**config.mk**
```make
export PLATFORM = sky130hd
export DESIGN_NAME = udma_din_engine
export DESIGN_NICKNAME = d
export VERILOG_FILES = /design/src/rtl/udma_pkg.sv /design/src/rtl/udma_ctrl.sv /design/src/rtl/udma_dpath.sv /design/src/rtl/udma_din_engine.sv
export SDC_FILE = /design/constraint.sdc
export NUM_CORES = 1
export LEC_CHECK = 0
export ABC_AREA = 1
export BUFFER_PORTS_ARGS = -buffer_cell sky130_fd_sc_hd__buf_2
export CAP_MARGIN = 20
export CORE_MARGIN = 2
export CORE_UTILIZATION = 45
export DETAILED_ROUTE_END_ITERATION = 16
export PLACE_DENSITY = 0.75
export SYNTH_ARGS = -nofsm -noshare
export SYNTH_HDL_FRONTEND = slang
export SYNTH_SLANG_ARGS = --single-unit
```
**constraint.sdc**
```tcl
create_clock -name clk -period 2 [get_ports clk]
set_input_delay 0.1 -clock clk [delete_from_list [all_inputs] [get_ports clk]]
set_output_delay 0.1 -clock clk [all_outputs]
set_load 0.005 [all_outputs]
```
**src/rtl/udma_pkg.sv**
```systemverilog
package udma_pkg;

  localparam int          WORD_W   = 16;
  localparam logic [15:0] CRC_SEED = 16'h4ABA;
  localparam logic [15:0] CRC_POLY = 16'h1021;

  typedef enum logic [1:0] {
    ST_IDLE,
    ST_REQ,
    ST_SEND,
    ST_END
  } burstState_t;

  // Strobes from control to datapath; at most one is set per cycle.
  typedef struct packed {
    logic seedCrc;
    logic loadWord;
    logic toggle;
    logic closeBurst;
  } dpCtl_t;

  // One word through the CRC, most significant bit first.
  function automatic logic [15:0] crcNext(input logic [15:0] cur,
                                          input logic [WORD_W-1:0] word);
    logic [15:0] c;
    logic        fb;
    c = cur;
    for (int i = WORD_W - 1; i >= 0; i--) begin
      fb = c[15] ^ word[i];
      c  = {c[14:0], 1'b0} ^ (fb ? CRC_POLY : 16'h0000);
    end
    return c;
  endfunction

endpackage

```
**src/rtl/udma_ctrl.sv**
```systemverilog
module udma_ctrl
  import udma_pkg::*;
#(
  parameter int EDGE_CYC = 4
) (
  input  logic   clk,
  input  logic   rstN,
  input  logic   srcValid,
  input  logic   dmack,
  input  logic   stop,
  input  logic   hostReady,
  input  logic   hasWord,
  output logic   dmarq,
  output logic   ddOe,
  output logic   srcReady,
  output dpCtl_t ctl
);

  localparam int             GAP_W    = $clog2(EDGE_CYC + 1);
  localparam logic [GAP_W-1:0] GAP_LOAD = GAP_W'(EDGE_CYC - 1);

  burstState_t      state, stateNxt;
  logic [GAP_W-1:0] gapCnt;
  logic             hostGo;
  logic             gapDone;

  assign hostGo  = dmack && !stop && hostReady;
  assign gapDone = (gapCnt == '0);

  always_comb begin
    stateNxt = state;
    ctl      = '0;
    unique case (state)
      ST_IDLE: begin
        if (srcValid && !dmack) begin
          stateNxt    = ST_REQ;
          ctl.seedCrc = 1'b1;
        end
      end
      ST_REQ: begin
        if (hostGo) begin
          if (srcValid) begin
            ctl.loadWord = 1'b1;
            stateNxt     = ST_SEND;
          end else begin
            stateNxt = ST_END;
          end
        end
      end
      ST_SEND: begin
        if (!dmack || stop) begin
          stateNxt = ST_END;
        end else if (!hasWord) begin
          if (srcValid) ctl.loadWord = 1'b1;
          else          stateNxt     = ST_END;
        end else if (gapDone && hostReady) begin
          ctl.toggle = 1'b1;
        end
      end
      ST_END: begin
        if (!dmack) begin
          ctl.closeBurst = 1'b1;
          stateNxt       = ST_IDLE;
        end
      end
      default: stateNxt = ST_IDLE;
    endcase
  end

  always_ff @(posedge clk or negedge rstN) begin
    if (!rstN) begin
      state  <= ST_IDLE;
      gapCnt <= '0;
    end else begin
      state <= stateNxt;
      if (ctl.toggle || (ctl.loadWord && state == ST_REQ)) begin
        gapCnt <= GAP_LOAD;
      end else if (!gapDone) begin
        gapCnt <= gapCnt - GAP_W'(1);
      end
    end
  end

  assign dmarq    = (state == ST_REQ) || (state == ST_SEND);
  assign ddOe     = (state == ST_SEND);
  assign srcReady = ctl.loadWord;

endmodule

```
**src/rtl/udma_dpath.sv**
```systemverilog
module udma_dpath
  import udma_pkg::*;
(
  input  logic              clk,
  input  logic              rstN,
  input  dpCtl_t            ctl,
  input  logic [WORD_W-1:0] srcData,
  input  logic [15:0]       ddIn,
  output logic [WORD_W-1:0] ddOut,
  output logic              devStrobe,
  output logic              hasWord,
  output logic              crcErr,
  output logic              crcDone
);

  logic [15:0] crcReg;

  always_ff @(posedge clk or negedge rstN) begin
    if (!rstN) begin
      ddOut     <= '0;
      devStrobe <= 1'b1;
      hasWord   <= 1'b0;
      crcReg    <= CRC_SEED;
      crcErr    <= 1'b0;
      crcDone   <= 1'b0;
    end else begin
      crcDone <= ctl.closeBurst;
      if (ctl.seedCrc) begin
        crcReg  <= CRC_SEED;
        hasWord <= 1'b0;
      end
      if (ctl.loadWord) begin
        ddOut   <= srcData;
        hasWord <= 1'b1;
      end
      if (ctl.toggle) begin
        devStrobe <= ~devStrobe;
        hasWord   <= 1'b0;
        crcReg    <= crcNext(crcReg, ddOut);
      end
      if (ctl.closeBurst) begin
        devStrobe <= 1'b1;
        hasWord   <= 1'b0;
        crcErr    <= (ddIn != crcReg);
      end
    end
  end

endmodule

```
**src/rtl/udma_din_engine.sv**
```systemverilog
module udma_din_engine
  import udma_pkg::*;
#(
  parameter int CLK_PS     = 8000,
  parameter int T_CYC_PS   = 25000,
  parameter int T_2CYC_PS  = 57000
) (
  input  logic              clk,
  input  logic              rstN,
  input  logic              srcValid,
  input  logic [WORD_W-1:0] srcData,
  output logic              srcReady,
  output logic              dmarq,
  input  logic              dmack,
  input  logic              stop,
  input  logic              hostReady,
  output logic              devStrobe,
  output logic [WORD_W-1:0] ddOut,
  input  logic [15:0]       ddIn,
  output logic              ddOe,
  output logic              crcErr,
  output logic              crcDone
);

  localparam int CYC_EDGE = (T_CYC_PS + CLK_PS - 1) / CLK_PS;
  localparam int CYC_PAIR = ((T_2CYC_PS + CLK_PS - 1) / CLK_PS + 1) / 2;
  localparam int EDGE_CYC = (CYC_EDGE > CYC_PAIR) ? CYC_EDGE : CYC_PAIR;

  dpCtl_t ctl;
  logic   hasWord;

  udma_ctrl #(.EDGE_CYC(EDGE_CYC)) u_ctrl (
    .clk      (clk),
    .rstN     (rstN),
    .srcValid (srcValid),
    .dmack    (dmack),
    .stop     (stop),
    .hostReady(hostReady),
    .hasWord  (hasWord),
    .dmarq    (dmarq),
    .ddOe     (ddOe),
    .srcReady (srcReady),
    .ctl      (ctl)
  );

  udma_dpath u_dpath (
    .clk      (clk),
    .rstN     (rstN),
    .ctl      (ctl),
    .srcData  (srcData),
    .ddIn     (ddIn),
    .ddOut    (ddOut),
    .devStrobe(devStrobe),
    .hasWord  (hasWord),
    .crcErr   (crcErr),
    .crcDone  (crcDone)
  );

endmodule

```
==> metrics.md <==
| Metric | Value |
|---|---|
| Synth area leader | `dfrtp_1` |
| # diodes | `0` |
| Final worst path period need | `1840 ps` |
| First DRT Iteration DRCs | `204` |
| Root Buffer | `clkbuf_8` |
| Reg clk slew, reported paths | `80 ps` |
| DRC errors left | `0` |
| Vias in the first global route | `2407` |
| Max transition margin | `65.0%` |
| Reg-to-reg critical path startpoint | `u_ctrl.gapCnt[0]` |
| #FFs+latches synth | `41` |
| Critical Path Fanout Max | `11` |
| Chip width | `82.6 um` |
| Drt wl/cell | `12.8 um` |
| Hold Path Class | `input port to flop` |
| Pin count of the biggest net entering global routing | `42` |
| Initial antenna violation count | `0` |
| Die area | `6820 um^2` |
| Startpoint Class | `flop` |
| Clock Latency Late Sink | `300 ps` |
| Hold slack | `3.81 ps` |
| CP arrival | `2080 ps` |
| Leak pwr | `0.00182 uW` |
| Cell count of the worst reg-to-reg path | `12` |
| Worst setup margin | `156 ps` |
| # H-tree levels | `2` |
| Total congestion overflow | `0` |
| Library cells used by synthesis | `34` |
| Critical path origin | `u_ctrl.gapCnt[0]` |
| Via count | `2605` |
| Ys flop type | `dfrtp_1` |
| Skew final | `8.74 ps` |
| Critical path class | `flop to flop` |
| Starting Density | `46.7%` |
| Hold Vio Cnt, Final | `0` |
| Core Box Area | `5960 um^2` |
| Global-route wire length before repair | `11300 um` |
| Clk sinks | `41` |
| Async S/R FF share, synth | `100%` |
| RSZ-0062 raised after global routing | `no` |
| Placed inst area | `3160 um^2` |
| Power density cells | `1760 nW/um^2` |
| Gr usage total | `22.1%` |
| Crit path to | `u_dpath.crcReg[14]` |
| Final ANT Viol Nets | `0` |
| Dpl hpwl | `5060 um` |
| Period utilisation layout | `92.2%` |
| Routed WL | `6830 um` |
| Share of the synthesized area in the top cell type | `28.8%` |
| Row cnt | `28` |
| Routed vias/inst | `4.90` |
| Max_cap viols | `0` |
| Ys Warns | `0` |
| Post-synthesis cell area | `2780 um^2` |
| Share of layout cells above drive strength 1 | `29.1%` |
| Post-layout nets | `500` |
| Worst reg2reg setup slack | `160 ps` |
| Worst VDD drop | `0.000900 V` |
| Setup TNS Final | `0 ps` |
| Clock buffer depth | `2` |
| Cts bufs inserted | `5` |
| Fin. max-slew vios | `0` |
| Final Setup Violations | `0` |
| Status | `finished, final reports clean` |
| Die Y-Extent | `82.6 um` |
| Worst Tran Pin Value | `525 ps` |
| WP data required | `2240 ps` |
| CTS tree | `yes` |
| FMAX | `542 MHz` |
| Avg Cell Area, Syn | `7.43 um^2` |
| Sequential share of the synthesized area | `37.3%` |
| Fin area | `3430 um^2` |
| RR Endpoint | `u_dpath.crcReg[14]` |
| Drt first pass iters | `7` |
| Top post-synthesis cells by area | `dfrtp_1, nand2_1, dfstp_2` |
| P&R area growth vs syn | `23.5%` |
| CP Capture Type | `flop` |
| Post-Syn Nets | `418` |
| Post-synth EDFFs | `0` |
| Port Buffers | `59` |
| Mapped Cells | `374` |
| Boundary Pins | `60` |
| Place WS | `82.3 ps` |
| RD Place Congestion | `0.939` |
synthesized netlist by cell type (6+ instances only):
| cell | count |
|---|---|
| nand2_1 | 126 |
| inv_1 | 43 |
| dfrtp_1 | 32 |
| nand3_1 | 23 |
| nand2_2 | 20 |
| xnor2_1 | 18 |
| nor2_1 | 12 |
| xor2_1 | 12 |
| dfstp_2 | 9 |
| a21oi_1 | 8 |
| inv_2 | 7 |
| o21ai_1 | 7 |
| ha_1 | 6 |
| o21ai_0 | 6 |
| or2_2 | 6 |
power by group:
group | leakage (uW) | internal, uW | switching (uW)
combinational | 0.00127 | 1500 | 2360
sequential | 0.000503 | 1210 | 363
clock | 0.0000542 | 312 | 293
layout make-up:
class | count | area (um^2)
flip-flops and latches | 41 | 1040
inverters | 52 | 199
fillers | 563 | 2520
clock inverters | 1 | 5.00
well taps | 75 | 93.8
clock buffers | 7 | 96.3
repair inverters | 1 | 7.51
multi-input cells | 276 | 1520
repair buffers | 79 | 473
state kept, by name (all words and copies together) (netlist names):
register	cells
u_dpath.crcDone	1
u_dpath.hasWord	1
u_ctrl.state	2
u_dpath.crcErr	1
u_dpath.ddOut	16
u_dpath.devStrobe	1
u_dpath.crcReg	16
u_ctrl.gapCnt	3
cell families after synthesis:
| logic type | share of synthesized area [%] |
|---|---|
| flops | 37.3 |
| fa+ha+maj | 2.70 |
| xor+xnor | 10.6 |
| simple gates | 34.2 |
| compound gates | 6.75 |
| buf+inv | 8.37 |
worst min-delay path by stage:
stage	startpoint	endpoint	slack, ps	cells past startpoint
6_report	srcData[11]	u_dpath.ddOut[11]	4	3
4_1_cts	srcData[11]	u_dpath.ddOut[11]	0.9	3
3_3_place_gp	rstN	u_dpath.crcDone	200	2
3_5_place_dp	rstN	u_dpath.ddOut[15]	200	2
2_1_floorplan	rstN	u_ctrl.gapCnt[0]	-200	0
5_1_grt	srcData[11]	u_dpath.ddOut[11]	2	3
repair_timing:
action,4_1_cts,5_1_grt
setup endpoints to repair,1,21
pin swaps,0,2
endpoints found under the hold margin,42,0
hold buffers,11,0
gates resized for setup,2,3
setup buffers,1,4
gates cloned,1,0
routing by layer:
layer | GRT usage [%] | share of wire [%] | vias to the layer above
met5 | 0 | 0 | -
met2 | 38.0 | 50 | 59
li1 | - | - | 1327
met1 | 27.9 | 43 | 1207
met3 | 3.80 | 4.9 | 12
met4 | 7.70 | 1.9 | 0
worst max-delay path: stages (launching register included):
cell and delay (ps):
dfrtp_1 360, inv_1 60, ha_1 200, ha_2 210, inv_2 90, nor3_4 50, nand3_4 60, clkinv_2 70
nor2_4 170, inv_2 120, or2_2 290, nand2_1 70, inv_1 50
stage by stage:
stage | util (%) | power, uW | cells
floorplan | - | 4440 | 374
global placement | 53.1 | 5210 | 507
detailed placement | 53.1 | 5340 | 507
CTS | 57.0 | 6010 | 528
global route | 57.7 | 6660 | 532
finish | 57.7 | 6030 | 532
cell usage in the layout (no fill, tap or decap), types with 2 or more instances in the layout:
cell / count
nand2_1: 126
buf_2: 59
inv_1: 42
dfrtp_1: 32
nand3_1: 22
nand2_2: 20
xnor2_1: 18
nor2_1: 12
xor2_1: 12
dlygate4sd3_1: 11
buf_4: 9
dfstp_2: 9
a21oi_1: 8
inv_2: 7
o21ai_1: 7
clkbuf_8: 7
or2_2: 6
o21ai_0: 6
nand3b_1: 5
o22ai_1: 5
ha_1: 5
o211ai_1: 4
nor3_1: 3
nand4_1: 2
xnor2_2: 2
clkinv_2: 2
or2_1: 2
nand2_4: 2
(Power assumes the default switching activity.)
